[src/rtl/rxdet_pkg.sv]
`timescale 1ns/1ps
package rxdet_pkg;

   // Per-lane output gating code; bit placement is lane i -> [2i+1:2i]
   typedef enum logic [1:0] {
      LANE_PASS = 2'b00,
      LANE_MUTE = 2'b01,
      LANE_HIGH = 2'b10
   } lane_mode_e;

   // Priority: output enable, then squelch, then pass
   function automatic lane_mode_e pick_mode(input logic oe,
                                            input logic sq,
                                            input logic ok);
      lane_mode_e m;
      if (!oe)
         m = LANE_HIGH;
      else if (sq && !ok)
         m = LANE_MUTE;
      else
         m = LANE_PASS;
      return m;
   endfunction

   function automatic int max_int(input int a, input int b);
      return (a > b) ? a : b;
   endfunction

endpackage

[src/rtl/rxdet_lane_filter.sv]
`timescale 1ns/1ps
module rxdet_lane_filter #(
   parameter int ON_CYC  = 8500,
   parameter int OFF_CYC = 9500
) (
   input  logic clk,
   input  logic rst_n,
   input  logic los_i,
   output logic ok_o
);
   import rxdet_pkg::*;

   localparam int MAX_WIN = max_int(ON_CYC, OFF_CYC);
   localparam int CW      = (MAX_WIN > 1) ? $clog2(MAX_WIN) : 1;
   localparam bit NO_CNT  = (ON_CYC == 1) && (OFF_CYC == 1);

   initial begin
      assert (ON_CYC >= 1)  else $error("rxdet_lane_filter: ON_CYC must be at least 1");
      assert (OFF_CYC >= 1) else $error("rxdet_lane_filter: OFF_CYC must be at least 1");
   end

   logic raw_ok;
   logic ok_q;

   assign raw_ok = ~los_i;
   assign ok_o   = ok_q;

   generate
      if (NO_CNT) begin : g_direct
         // Single-cycle windows: qualification degenerates to one register
         always_ff @(posedge clk) begin
            if (!rst_n)
               ok_q <= 1'b0;
            else
               ok_q <= raw_ok;
         end
      end else begin : g_counted
         localparam logic [CW-1:0] ON_LIM  = CW'(ON_CYC - 1);
         localparam logic [CW-1:0] OFF_LIM = CW'(OFF_CYC - 1);

         logic [CW-1:0] run_q;
         logic [CW-1:0] lim;
         logic          differ;

         assign differ = raw_ok ^ ok_q;
         assign lim    = ok_q ? OFF_LIM : ON_LIM;

         always_ff @(posedge clk) begin
            if (!rst_n) begin
               ok_q  <= 1'b0;
               run_q <= '0;
            end else if (!differ) begin
               run_q <= '0;
            end else if (run_q == lim) begin
               ok_q  <= raw_ok;
               run_q <= '0;
            end else begin
               run_q <= run_q + 1'b1;
            end
         end

         // the run counter never passes the longer window
         assert_run_bound_R2: assert property (@(posedge clk) disable iff (!rst_n)
            run_q <= CW'(MAX_WIN - 1));
      end
   endgenerate

   // qualified detect rises only on an edge that saw signal present
   assert_rise_on_signal_R2: assert property (@(posedge clk) disable iff (!rst_n)
      $rose(ok_q) |-> $past(raw_ok));

   // qualified detect falls only on an edge that saw the loss flag
   assert_fall_on_loss_R3: assert property (@(posedge clk) disable iff (!rst_n)
      $fell(ok_q) |-> !$past(raw_ok));

endmodule

[src/rtl/rxdet_lane_gate.sv]
`timescale 1ns/1ps
module rxdet_lane_gate
   import rxdet_pkg::*;
(
   input  logic       clk,
   input  logic       rst_n,
   input  logic       oe_i,
   input  logic       sq_i,
   input  logic       ok_i,
   output lane_mode_e mode_o
);

   lane_mode_e mode_q;

   always_ff @(posedge clk) begin
      if (!rst_n)
         mode_q <= LANE_MUTE;
      else
         mode_q <= pick_mode(oe_i, sq_i, ok_i);
   end

   assign mode_o = mode_q;

   assert_force_high_R8: assert property (@(posedge clk) disable iff (!rst_n)
      !oe_i |=> (mode_q == LANE_HIGH));

   assert_squelch_off_R7: assert property (@(posedge clk) disable iff (!rst_n)
      (oe_i && !sq_i) |=> (mode_q == LANE_PASS));

   assert_dead_lane_muted_R6: assert property (@(posedge clk) disable iff (!rst_n)
      (oe_i && sq_i && !ok_i) |=> (mode_q == LANE_MUTE));

   assert_code_legal_R10: assert property (@(posedge clk) disable iff (!rst_n)
      mode_q != lane_mode_e'(2'b11));

endmodule

[src/rtl/rxdet_detect_merge.sv]
`timescale 1ns/1ps
module rxdet_detect_merge #(
   parameter int NUM_CH = 12
) (
   input  logic              clk,
   input  logic              rst_n,
   input  logic [NUM_CH-1:0] ok_i,
   input  logic              det_en_i,
   output logic              sd_o
);

   initial begin
      assert (NUM_CH >= 1) else $error("rxdet_detect_merge: NUM_CH must be at least 1");
   end

   logic all_ok;
   logic sd_q;

   assign all_ok = &ok_i;

   always_ff @(posedge clk) begin
      if (!rst_n)
         sd_q <= 1'b0;
      else
         sd_q <= all_ok | ~det_en_i;
   end

   assign sd_o = sd_q;

   assert_forced_high_R5: assert property (@(posedge clk) disable iff (!rst_n)
      !det_en_i |=> sd_q);

   assert_any_loss_low_R4: assert property (@(posedge clk) disable iff (!rst_n)
      (det_en_i && !(&ok_i)) |=> !sd_q);

   assert_all_ok_high_R4: assert property (@(posedge clk) disable iff (!rst_n)
      (det_en_i && (&ok_i)) |=> sd_q);

endmodule

[src/rtl/rxdet_squelch_ctrl.sv]
`timescale 1ns/1ps
module rxdet_squelch_ctrl
   import rxdet_pkg::*;
#(
   parameter int NUM_CH  = 12,
   parameter int ON_CYC  = 8500,
   parameter int OFF_CYC = 9500
) (
   input  logic                clk,
   input  logic                rst_n,
   input  logic [NUM_CH-1:0]   chan_los,
   input  logic                out_en,
   input  logic                squelch_en,
   input  logic                detect_en,
   output logic                sig_detect,
   output logic [2*NUM_CH-1:0] lane_mode
);

   localparam int MODE_W = 2;

   initial begin
      assert (NUM_CH >= 1 && NUM_CH <= 256)
         else $error("rxdet_squelch_ctrl: NUM_CH out of range");
      assert ($bits(lane_mode_e) == MODE_W)
         else $error("rxdet_squelch_ctrl: lane code width mismatch");
   end

   logic [NUM_CH-1:0] lane_ok;

   generate
      for (genvar i = 0; i < NUM_CH; i++) begin : g_lane
         lane_mode_e mode_w;

         rxdet_lane_filter #(
            .ON_CYC  (ON_CYC),
            .OFF_CYC (OFF_CYC)
         ) u_filt (
            .clk   (clk),
            .rst_n (rst_n),
            .los_i (chan_los[i]),
            .ok_o  (lane_ok[i])
         );

         rxdet_lane_gate u_gate (
            .clk    (clk),
            .rst_n  (rst_n),
            .oe_i   (out_en),
            .sq_i   (squelch_en),
            .ok_i   (lane_ok[i]),
            .mode_o (mode_w)
         );

         assign lane_mode[MODE_W*i +: MODE_W] = mode_w;

         // masking the module detect leaves squelch decisions intact
         assert_mask_keeps_squelch_R9: assert property (@(posedge clk) disable iff (!rst_n)
            (!detect_en && out_en && squelch_en && !lane_ok[i])
               |=> (lane_mode[MODE_W*i +: MODE_W] == 2'b01));
      end
   endgenerate

   rxdet_detect_merge #(
      .NUM_CH (NUM_CH)
   ) u_merge (
      .clk      (clk),
      .rst_n    (rst_n),
      .ok_i     (lane_ok),
      .det_en_i (detect_en),
      .sd_o     (sig_detect)
   );

endmodule

[config.mk]
export PLATFORM = sky130hd
export DESIGN_NAME = rxdet_squelch_ctrl
export DESIGN_NICKNAME = d
export VERILOG_FILES = /design/src/rtl/rxdet_pkg.sv /design/src/rtl/rxdet_lane_filter.sv /design/src/rtl/rxdet_lane_gate.sv /design/src/rtl/rxdet_detect_merge.sv /design/src/rtl/rxdet_squelch_ctrl.sv
export SDC_FILE = /design/constraint.sdc
export NUM_CORES = 1
export LEC_CHECK = 0
export BUFFER_PORTS_ARGS = -buffer_cell sky130_fd_sc_hd__buf_2
export CORE_UTILIZATION = 50
export CTS_CLUSTER_SIZE = 28
export DETAILED_ROUTE_END_ITERATION = 10
export PLACE_DENSITY = 0.67
export SLEW_MARGIN = 20
export SYNTH_ARGS = -nofsm -noshare
export SYNTH_HDL_FRONTEND = slang
export SYNTH_HIERARCHICAL = 1
export SYNTH_SLANG_ARGS = --single-unit
[constraint.sdc]
create_clock -name clk -period 2.4 [get_ports clk]
set_clock_uncertainty 0.05 [all_clocks]
set_input_delay 0.48 -clock clk [delete_from_list [all_inputs] [get_ports clk]]
set_output_delay 0.48 -clock clk [all_outputs]
set_load 0.005 [all_outputs]
* Yosys cells after proc, flatten, opt, wreduce, memory -nomap -nowiden
Cells that the tools add are included.
Cells by class: $add $sub $neg 12, equal/unequal tests 12, muxes and demuxes 36, bitwise operators 39, reductions and logical operators 49
Operator list (count):
- $add 14x1->14 const B | 12
- $eq 14x14->1 | 12
- $mux 11 | 12
- $reduce_or 3->1 | 12
- $not 1->1 | 26
- $mux 2 | 12
- $reduce_and 2->1 | 12
- $logic_and 1x1->1 | 12
- $logic_not 1->1 | 12
- $mux 1 | 12
- $reduce_and 12->1 | 1
- $xor 1x1->1 | 12
- $or 1x1->1 | 1
Storage, ports and cells: bits in registers 205, bits of input ports 17, output and inout port bits 25, word-level logic and storage cells 185

* Logic depth before layout (Yosys ltp)
Gate-level depths: netlist (run 1).
depth in word-level cells 4, depth in mapped cells 6

* Hierarchy
Netlist (run 1), hierarchy kept.
By module, submodules not included:
- rxdet_lane_filter (g_lane[0].u_filt ...) | times used 11, cells an instance 82, area an instance 710.7 um^2, sequential area each 300.3 um^2
- rxdet_lane_filter (g_lane[9].u_filt) | times used 1, cells an instance 85, area an instance 723.2 um^2, sequential area each 300.3 um^2
- rxdet_lane_gate | times used 12, cells an instance 5, area an instance 57.6 um^2, sequential area each 40.0 um^2
- rxdet_detect_merge | times used 1, cells an instance 7, area an instance 65.1 um^2, sequential area each 20.0 um^2

* Worst setup path before layout (run 1)
OpenSTA, ideal clock, no wires.
path type reg-to-reg, start register g_lane[0].u_filt.g_counted.run_q[2], end register g_lane[0].u_filt.g_counted.run_q[2], library setup time 115 ps, arrival 1246 ps, setup slack 990 ps, stages on the path, launching flop included 7, clock period less this slack 1410 ps, cell sequence dfxtp_1 -> clkbuf_2 -> nor4b_1 -> o2111ai_1 -> nand3_2 -> buf_6 -> nor2_1
On the way: cells in the longest elaborated chain, start to end 2, elaborated cells between the ends (all ways) 3, those cells by class add/sub (1); eq/ne (1); reduce/logical (1)
Ends and longest elaborated chain:
- from (decl) | RTL line rxdet_lane_filter.sv:41 | logic [CW-1:0] run_q;
- from (signal assigned) | RTL line rxdet_lane_filter.sv:58 | run_q <= run_q + 1'b1;
- branches (longest 2 deep; another with $add 14x1->14)
Parallel ways; which one is timed is not known. A chain may end at the register's enable or synchronous reset.

* Worst setup path after layout (run 1)
start register g_lane[1].u_filt.g_counted.run_q[2], end register g_lane[1].u_filt.g_counted.run_q[13]
On the way: cells in the longest elaborated chain, start to end 2, elaborated cells between the ends (all ways) 3, those cells by class add/sub (1); eq/ne (1); reduce/logical (1)
Ends and longest elaborated chain (RTL line):
- from (decl) | rxdet_lane_filter.sv:41
- from (signal assigned) | rxdet_lane_filter.sv:58
- branches (longest 2 deep; another with $add 14x1->14)
Parallel ways; which one is timed is not known.

==> results.json, run 1 <==
{
  "cp_max_fo": 14,
  "firstDrtPassIters": 8,
  "dp_hpwl_um": 11200,
  "ys_ff_latch": 205,
  "critPathCaptureType": "flip-flop",
  "finalMaxSlewViolations": 0,
  "synth_top_cell_area_share": 0.441,
  "drt-initial-drc-count": 327,
  "max_stage_delay_ns": 0.49,
  "avgSynthCellArea_um2": 8.82,
  "yosysUniqueCellTypes": 29,
  "cts_tree": "done",
  "worstMarginPinSlew_ns": 0.465,
  "cp_top_family": "simple AND/OR/NAND/NOR gates",
  "grt_max_degree": 51,
  "mostFrequentLayoutCell": "nor2_1",
  "ant_nets": 0,
  "syn_inst": 1054,
  "drive_above_1_share": 0.104,
  "hold_start": "detect_en",
  "min_to": "u_merge/sd_o$_SDFF_PN0_",
  "syn_area_mm2": 0.00930,
  "slowest_stage": "nor4b_1",
  "fillers": 1661,
  "dp_cells": 1288,
  "vias_per_cell": 5.19,
  "fin_tns_setup_ns": 0,
  "final_cells": 1328,
  "grt_pass1_vias": 6291,
  "grt_usage": 0.177,
  "setup_viol": 0,
  "yosysSeqAreaShare": 0.441,
  "num_rows": 49,
  "placement.io_buffers": 41,
  "r2r_start": "g_lane[1].u_filt/g_counted.run_q[2]$_SDFF_PP0_",
  "relSlewSlack": 0.685,
  "cap_viol_max_count": 0,
  "pin_count": 42,
  "die_area_mm2": 0.0191,
  "yosysWarnings": 6,
  "drc": 12,
  "rrSetupSlack_ns": 0.72,
  "worstPathBufferInverterCount": 0,
  "crit_type": "flip-flop to flip-flop",
  "crit_required_ns": 2.74,
  "antenna_found_initial": 0,
  "cts.sinks": 205,
  "cts-root-buf": "clkbuf_16",
  "crit_path_start_kind": "flip-flop",
  "num_vias": 6891,
  "dieHeight_um": 138,
  "overflow": 0,
  "grt_pass1_wl_um": 29100,
  "r2r_cells": 4,
  "critical_path_arrival_ns": 2.02,
  "synth.area.top_cells": "dfxtp_1, xnor2_1, nor2_1, xor2_1, nor4b_1",
  "cts_htree_levels": 1,
  "cts_hold_buf": 0,
  "fin_crit_sh": 0.700,
  "rsz0062_at_grt": "no",
  "postCtsSetupBuffers": 0,
  "wl_per_cell_um": 12.6,
  "yosysTopAreaCell": "dfxtp_1",
  "clock_latency_ns": 0.51,
  "layout.nets": 1112,
  "die_w_um": 138,
  "min_path_type": "input port to flip-flop",
  "synth_fp_nets": 1083,
  "clk_pin_slew_worst_paths_ns": 0.06,
  "routed_wl_um": 16800,
  "max_freq_mhz": 595,
  "min_period_ns": 1.68,
  "synthToLayoutAreaGrowth_pct": 10.2,
  "ctsResizeCount": 0,
  "gp_congestion": 0.862,
  "antenna_cells": 0,
  "finalHoldViolations": 0,
  "p_leak_nw": 3.47,
  "clockBufferDepth": 3,
  "p_per_area_mw_per_mm2": 679,
  "layout_common_cells": "nor2_1, dfxtp_1, xnor2_1",
  "r2r_end": "g_lane[1].u_filt/g_counted.run_q[13]$_SDFF_PP0_",
  "start_util": 0.514,
  "hold_depth": 3,
  "violations": "DRC",
  "ir_worst_vdd_uv": 465,
  "core_area_mm2": 0.0181,
  "numCtsBuffers": 22,
  "p_total_w": 0.00696,
  "path_cells": "nor4b_1 -> o2111ai_1 -> nand3_2 -> nor2_1",
  "status": "complete, but fails checks"
}
==> through the flow <==
| stage | utilization | cell area [um2] | worst slack, ns | hold slack [ns] |
|---|---|---|---|---|
| global route | 0.567 | 10200 | 0.551 | 0.211 |
| detailed placement | 0.527 | 9540 | 0.697 | 0.411 |
| floorplan | - | 9300 | 0.990 | 0.387 |
| CTS | 0.567 | 10200 | 0.690 | 0.203 |
| finish | 0.567 | 10200 | 0.719 | 0.220 |
| global placement | 0.527 | 9540 | 0.797 | 0.403 |
==> flip-flops by register name, summed over array words and instances, names as in the netlist <==
signal,flops
g_lane.u_filt/g_counted.run_q,168
g_lane.u_gate/mode_o,24
u_merge/sd_o,1
g_lane.u_filt/ok_o,12
==> per-layer routing <==
layer	vias to the layer above	track usage	routed length, um
li1	3660	-	-
met1	3113	0.240	8390
met2	90	0.290	7440
met3	28	0.0319	616
met4	0	0.0485	320
met5	-	0	0
==> layout make-up <==
cell class | instances | area, um2 | area share
multi-input cells | 762 | 4740 | 0.462
flip-flops and latches | 205 | 4100 | 0.400
clock buffers | 30 | 621 | 0.0606
well taps | 229 | 287 | 0.0280
repair buffers | 42 | 225 | 0.0220
inverters | 50 | 188 | 0.0183
clock inverters | 10 | 88.8 | 0.00867
==> synthesized netlist by cell type <==
library cell  count
buf_2            12
o21ai_0          12
nor2_1          217
xor2_1           46
nor4b_1          36
clkbuf_2         11
a31oi_1          12
dfxtp_1         205
o2111ai_1        12
nand4_2          11
nand3_2          12
nor3_1           27
nand2b_1          1
ha_1             12
and4b_1          12
buf_4             1
and2_1           12
nand4_1          29
o41ai_2           1
and3_1           12
o21ai_1          12
nand3_1          49
buf_6            13
and4_1           11
and2b_2          12
xnor2_1         110
inv_1            50
nand2_1          70
nor4_1           34
==> cell families (layout without fill, tap and decap cells) <==
kind of cell / count (synthesis) / count (layout) / share of synthesized area
buf+inv: 87 / 132 / 0.0491
compound gates: 49 / 49 / 0.0341
simple gates: 545 / 545 / 0.312
fa+ha+maj: 12 / 12 / 0.0162
xor+xnor: 156 / 156 / 0.147
flops: 205 / 205 / 0.441
==> worst max path at each step <==
stage	start	end	depth (start not counted)
2_1_floorplan	g_lane[0].u_filt/g_counted.run_q[2]$_SDFF_PP0_	g_lane[0].u_filt/g_counted.run_q[2]$_SDFF_PP0_	6
3_3_place_gp	g_lane[1].u_filt/g_counted.run_q[4]$_SDFF_PP0_	g_lane[1].u_filt/g_counted.run_q[13]$_SDFF_PP0_	4
3_5_place_dp	g_lane[1].u_filt/g_counted.run_q[2]$_SDFF_PP0_	g_lane[1].u_filt/g_counted.run_q[11]$_SDFF_PP0_	4
4_1_cts	g_lane[1].u_filt/g_counted.run_q[2]$_SDFF_PP0_	g_lane[1].u_filt/g_counted.run_q[13]$_SDFF_PP0_	4
5_1_grt	g_lane[1].u_filt/g_counted.run_q[4]$_SDFF_PP0_	g_lane[1].u_filt/g_counted.run_q[6]$_SDFF_PP0_	4
6_report	g_lane[1].u_filt/g_counted.run_q[2]$_SDFF_PP0_	g_lane[1].u_filt/g_counted.run_q[13]$_SDFF_PP0_	4
==> worst register-to-register path, cell delays in order, from the launching register on <==
cell and delay, ns:
dfxtp_1 0.38, nor4b_1 0.49, o2111ai_1 0.25, nand3_2 0.30, nor2_1 0.09
==> power by group <==
group | internal (W) | switching [W]
registers | 0.00345 | 0.0000288
logic | 0.0000740 | 0.000120
clock network | 0.00193 | 0.00136
(Power assumes the default switching activity.)
==> run 2, diff against run 1 <==
==> constraint.sdc (replaced) <==
create_clock -name clk -period 1.6 [get_ports clk]
set_clock_uncertainty 0.05 [all_clocks]
set_input_delay 0.32 -clock clk [delete_from_list [all_inputs] [get_ports clk]]
set_output_delay 0.32 -clock clk [all_outputs]
set_load 0.005 [all_outputs]
==> results.json, run 2 (synthesized netlist as in run 1, its figures left out) <==
{
  "routed_wl_um": 17800,
  "ir_worst_vdd_uv": 732,
  "path_cells": "nor4b_1 -> o2111ai_2 -> nand3_4 -> nor2_1",
  "num_vias": 7189,
  "drt-initial-drc-count": 335,
  "setup_viol": 0,
  "largest_reg_flops": 168,
  "vias_per_cell": 5.20,
  "synthToLayoutAreaGrowth_pct": 17.9,
  "dp_cells": 1344,
  "drive_above_1_share": 0.173,
  "clockBufferDepth": 3,
  "relSlewSlack": 0.623,
  "crit_path_start_kind": "flip-flop",
  "finalHoldViolations": 0,
  "worstPathBufferInverterCount": 0,
  "overflow": 0,
  "r2r_start": "g_lane[10].u_filt/g_counted.run_q[11]$_SDFF_PP0_",
  "met2_length_um": 7950,
  "min_path_type": "input port to flip-flop",
  "violations": "DRC",
  "grt_usage": 0.185,
  "cp_max_fo": 14,
  "numCtsBuffers": 22,
  "mostFrequentLayoutCell": "nor2_1",
  "critical_path_arrival_ns": 1.93,
  "fillers": 1586,
  "crit_end": "g_lane[10].u_filt/g_counted.run_q[11]$_SDFF_PP0_",
  "rrSetupSlack_ns": 0.006,
  "p_per_area_mw_per_mm2": 951,
  "p_leak_nw": 3.82,
  "wl_met3_um": 650,
  "cp-startpoint": "g_lane[10].u_filt/g_counted.run_q[11]$_SDFF_PP0_",
  "pin_count": 42,
  "slowest_stage": "nor4b_1",
  "drc": 12,
  "dp_hpwl_um": 11900,
  "fin_crit_sh": 0.996,
  "max_stage_delay_ns": 0.53,
  "crit_required_ns": 1.93,
  "cts_htree_levels": 1,
  "largest-register": "g_lane.u_filt/g_counted.run_q",
  "crit_cells": 4,
  "gp_congestion": 0.832,
  "max_freq_mhz": 627,
  "cts-root-buf": "clkbuf_16",
  "grt_pass1_wl_um": 30100,
  "dieHeight_um": 138,
  "seq_area_mm2": 0.00411,
  "routed.top_layer": "met4",
  "met1_length_um": 8800,
  "die_w_um": 138,
  "layout_setup_ws_ns": 0.00598,
  "multi_input_area_mm2": 0.00504,
  "layout.nets": 1169,
  "start_util": 0.514,
  "min_period_ns": 1.59,
  "core_area_mm2": 0.0181,
  "cts_hold_buf": 0,
  "r2r_end": "g_lane[10].u_filt/g_counted.run_q[11]$_SDFF_PP0_",
  "cts_tree": "done",
  "r2r_cells": 4,
  "antenna_found_initial": 0,
  "final_cells": 1382,
  "dpl_worst_slack_ns": 0.0368,
  "cap_viol_max_count": 0,
  "clk_pin_slew_worst_paths_ns": 0.05,
  "wl_per_cell_um": 12.9,
  "worstMarginPinSlew_ns": 0.558,
  "crit_type": "flip-flop to flip-flop",
  "layout_common_cells": "nor2_1, dfxtp_1, xnor2_1",
  "grt_pass1_vias": 6598,
  "status": "complete, but fails checks",
  "critPathCaptureType": "flip-flop",
  "antenna_cells": 0,
  "grt_max_degree": 51,
  "die_area_mm2": 0.0191,
  "p_total_w": 0.0104,
  "firstDrtPassIters": 7,
  "clock_latency_ns": 0.50,
  "num_rows": 49,
  "cts.sinks": 205,
  "finalMaxSlewViolations": 0,
  "ant_nets": 0,
  "cp_top_family": "simple AND/OR/NAND/NOR gates",
  "hold_start": "detect_en",
  "placement.io_buffers": 41
}
## run 2: final cells by class
| type | instances | share of cell area |
|---|---|---|
| clock buffer | 35 | 0.0603 |
| timing repair buffer | 98 | 0.0589 |
| inverter | 50 | 0.0171 |
| multi-input combinational | 763 | 0.460 |
| tap | 229 | 0.0261 |
| sequential | 205 | 0.375 |
| clock inverter | 2 | 0.00320 |
## run 2: worst min-delay path by stage
stage | end | slack, ns | depth (start not counted)
floorplan | g_lane[0].u_gate/mode_o[0]$_SDFF_PN1_ | 0.35 | 1
global placement | g_lane[10].u_filt/g_counted.run_q[0]$_SDFF_PP0_ | 0.40 | 1
detailed placement | g_lane[10].u_filt/g_counted.run_q[0]$_SDFF_PP0_ | 0.41 | 1
CTS | u_merge/sd_o$_SDFF_PN0_ | 0.08 | 3
global route | u_merge/sd_o$_SDFF_PN0_ | 0.08 | 3
finish | u_merge/sd_o$_SDFF_PN0_ | 0.08 | 3
## run 2: per-stage QoR
stage	instance area, um2	hold slack [ns]	setup TNS (ns)	util
global route	11000	0.0777	-1.38	0.606
detailed placement	9960	0.408	0	0.551
floorplan	9300	0.350	0	-
finish	11000	0.0816	0	0.606
CTS	10700	0.0757	0	0.589
global placement	9960	0.403	0	0.551
## run 2: tightest hold or removal path: stages
cell and delay (ns):
buf_2 0.09, nand2b_1 0.11, o41ai_2 0.06
## run 2: power by group
part	total, W	switching, W	leakage [nW]	internal, W
clock network	0.00488	0.00191	0.340	0.00297
registers	0.00521	0.0000372	1.66	0.00517
logic	0.000337	0.000205	1.82	0.000132
total	0.0104	0.00215	3.82	0.00827
## run 2: what timing repair did
action                     CTS  global route
setup buffers                0             0
gates resized for setup      0            47
setup endpoints to repair    0           169
## run 2: metal layers
metal	global-route usage	vias up
li1	-	3794
met1	0.251	3268
met4	0.0568	0
met5	0	-
met3	0.0326	30
met2	0.300	97
==> run 3, diff against run 2 <==
--- a/config.mk
+++ b/config.mk
@@ -5,6 +5,7 @@
 export SDC_FILE = /design/constraint.sdc
 export NUM_CORES = 1
 export LEC_CHECK = 0
+export ABC_AREA = 1
 export BUFFER_PORTS_ARGS = -buffer_cell sky130_fd_sc_hd__buf_2
 export CORE_UTILIZATION = 50
 export CTS_CLUSTER_SIZE = 28
==> results.json, run 3 <==
{
  "grt_max_degree": 30,
  "dp_hpwl_um": 14700,
  "synth_edf_count": 0,
  "grt_pass1_wl_um": 35900,
  "setup_viol": 0,
  "r2r_cells": 9,
  "cp_max_fo": 14,
  "p_leak_nw": 4.69,
  "cts.sinks": 205,
  "finalHoldViolations": 0,
  "synthArstFlopShare": 0,
  "min_period_ns": 1.49,
  "synthToLayoutAreaGrowth_pct": 15.1,
  "ant_nets": 0,
  "synth.area.top_cells": "dfxtp_1, nand2_1, nor2_1, nor2_2, inv_1",
  "cts-root-buf": "clkbuf_16",
  "layout_common_cells": "nand2_1, nor2_1, dfxtp_1",
  "die_w_um": 149,
  "gp_congestion": 0.821,
  "p_total_w": 0.0116,
  "fin_tns_setup_ns": 0,
  "syn_inst": 1572,
  "fin_crit_sh": 0.929,
  "cts_tree": "done",
  "synth_most_common_cell": "nand2_1",
  "r2r_start": "g_lane[11].u_filt/g_counted.run_q[0]$_SDFF_PP0_",
  "drive_above_1_share": 0.201,
  "vias_per_cell": 4.66,
  "wl_per_cell_um": 10.5,
  "crit_type": "flip-flop to flip-flop",
  "syn_area_mm2": 0.0108,
  "routed_wl_um": 20300,
  "synth_top_cell_area_share": 0.379,
  "yosysSeqAreaShare": 0.379,
  "grt_pass1_vias": 8464,
  "antenna_found_initial": 0,
  "ys_ff_latch": 205,
  "critical_path_arrival_ns": 1.86,
  "dieHeight_um": 149,
  "cap_viol_max_count": 0,
  "overflow": 0,
  "status": "complete, no violations",
  "num_vias": 9063,
  "antenna_cells": 0,
  "finalMaxSlewViolations": 0,
  "min_to": "g_lane[1].u_filt/ok_o$_SDFFE_PN0P_",
  "rrSetupSlack_ns": 0.11,
  "ys.flop_type": "dfxtp_1",
  "postCtsSetupBuffers": 0,
  "cts_htree_levels": 1,
  "clk_pin_slew_worst_paths_ns": 0.06,
  "hold_depth": 4,
  "firstDrtPassIters": 4,
  "worstMarginPinSlew_ns": 0.490,
  "drc": 0,
  "numCtsBuffers": 24,
  "hold_start": "chan_los[1]",
  "cp-startpoint": "g_lane[11].u_filt/g_counted.run_q[0]$_SDFF_PP0_",
  "relSlewSlack": 0.673,
  "num_rows": 53,
  "yosysUniqueCellTypes": 22,
  "largest-register": "g_lane.u_filt/g_counted.run_q",
  "drt-initial-drc-count": 370,
  "r2r_end": "g_lane[11].u_filt/g_counted.run_q[9]$_SDFF_PP0_",
  "start_util": 0.512,
  "max_freq_mhz": 673,
  "grt_usage": 0.191,
  "pin_count": 42,
  "layout.nets": 1683,
  "synth_fp_nets": 1601,
  "synthTopCellsByCount": "nand2_1, nor2_1, dfxtp_1",
  "avgSynthCellArea_um2": 6.89,
  "clock_latency_ns": 0.53,
  "min_path_type": "input port to flip-flop",
  "crit_path_start_kind": "flip-flop",
  "die_area_mm2": 0.0223,
  "holdWs_ns": 0.0746,
  "core_area_mm2": 0.0212,
  "yosysTopAreaCell": "dfxtp_1",
  "crit_required_ns": 1.97,
  "largest_reg_flops": 168,
  "ir_worst_vdd_uv": 829,
  "mostFrequentLayoutCell": "nand2_1",
  "p_per_area_mw_per_mm2": 933,
  "placement.io_buffers": 41,
  "clockBufferDepth": 3,
  "yosysWarnings": 6,
  "critPathCaptureType": "flip-flop"
}
## run 3: logic make-up after synthesis
family | after synthesis | share of synthesized area
AND/OR/NAND/NOR | 970 | 0.398
AO/OA/AOI/OAI | 54 | 0.0434
flip-flops | 205 | 0.379
buffers and inverters | 237 | 0.0904
adder cells (fa/ha/maj) | 12 | 0.0139
XOR/XNOR | 94 | 0.0760
## run 3: repair_timing
action | CTS | global route
endpoints found under the hold margin | 4 | 0
resized for setup | 0 | 10
hold buffers | 3 | 0
setup endpoints to repair | 0 | 36
## run 3: worst max-delay path: stages, from the launching register on
cell	delay, ns
dfxtp_1	0.37
ha_2	0.22
inv_1	0.05
nor2_2	0.08
inv_2	0.05
nor2_4	0.11
inv_2	0.06
o21ai_4	0.16
buf_12	0.17
nor2_1	0.06
## run 3: area by class of cell
cell class	count	area (um2)
Fill cell	1965	8680
Multi-Input combinational cell	1130	5770
Sequential cell	205	4110
Inverter	225	845
Clock buffer	30	663
Timing Repair Buffer	68	523
Tap cell	275	344
Clock inverter	11	221
## run 3: per-stage QoR
stage / setup WS, ns / cells / instance area, um2 / utilization
after detailed placement: 0.0925 / 1900 / 11500 / 0.545
after global routing: -0.0195 / 1944 / 12500 / 0.589
final: 0.114 / 1944 / 12500 / 0.589
after CTS: 0.0837 / 1944 / 12400 / 0.588
after floorplan: 0.175 / 1572 / 10800 / -
after global placement: 0.125 / 1900 / 11500 / 0.545
## run 3: how the worst max path moves through the flow
stage / end / slack, ns / cells after the start
floorplan: g_lane[0].u_filt/g_counted.run_q[6]$_SDFF_PP0_ / 0.17 / 9
global placement: g_lane[8].u_filt/g_counted.run_q[7]$_SDFF_PP0_ / 0.13 / 9
detailed placement: g_lane[8].u_filt/g_counted.run_q[6]$_SDFF_PP0_ / 0.09 / 9
CTS: g_lane[8].u_filt/g_counted.run_q[6]$_SDFF_PP0_ / 0.08 / 9
global route: g_lane[7].u_filt/g_counted.run_q[13]$_SDFF_PP0_ / -0.02 / 9
finish: g_lane[11].u_filt/g_counted.run_q[9]$_SDFF_PP0_ / 0.11 / 9
## run 3: power by group
| group | leakage [nW] | switching [W] | internal (W) |
|---|---|---|---|
| logic | 2.60 | 0.000251 | 0.000180 |
| clock network | 0.427 | 0.00211 | 0.00389 |
| registers | 1.66 | 0.0000317 | 0.00518 |
## run 3: per-layer routing
| layer | routed length, um | GRT usage |
|---|---|---|
| met4 | 410 | 0.0541 |
| met5 | 0 | 0 |
| met1 | 9860 | 0.238 |
| met3 | 681 | 0.0284 |
| met2 | 9390 | 0.338 |
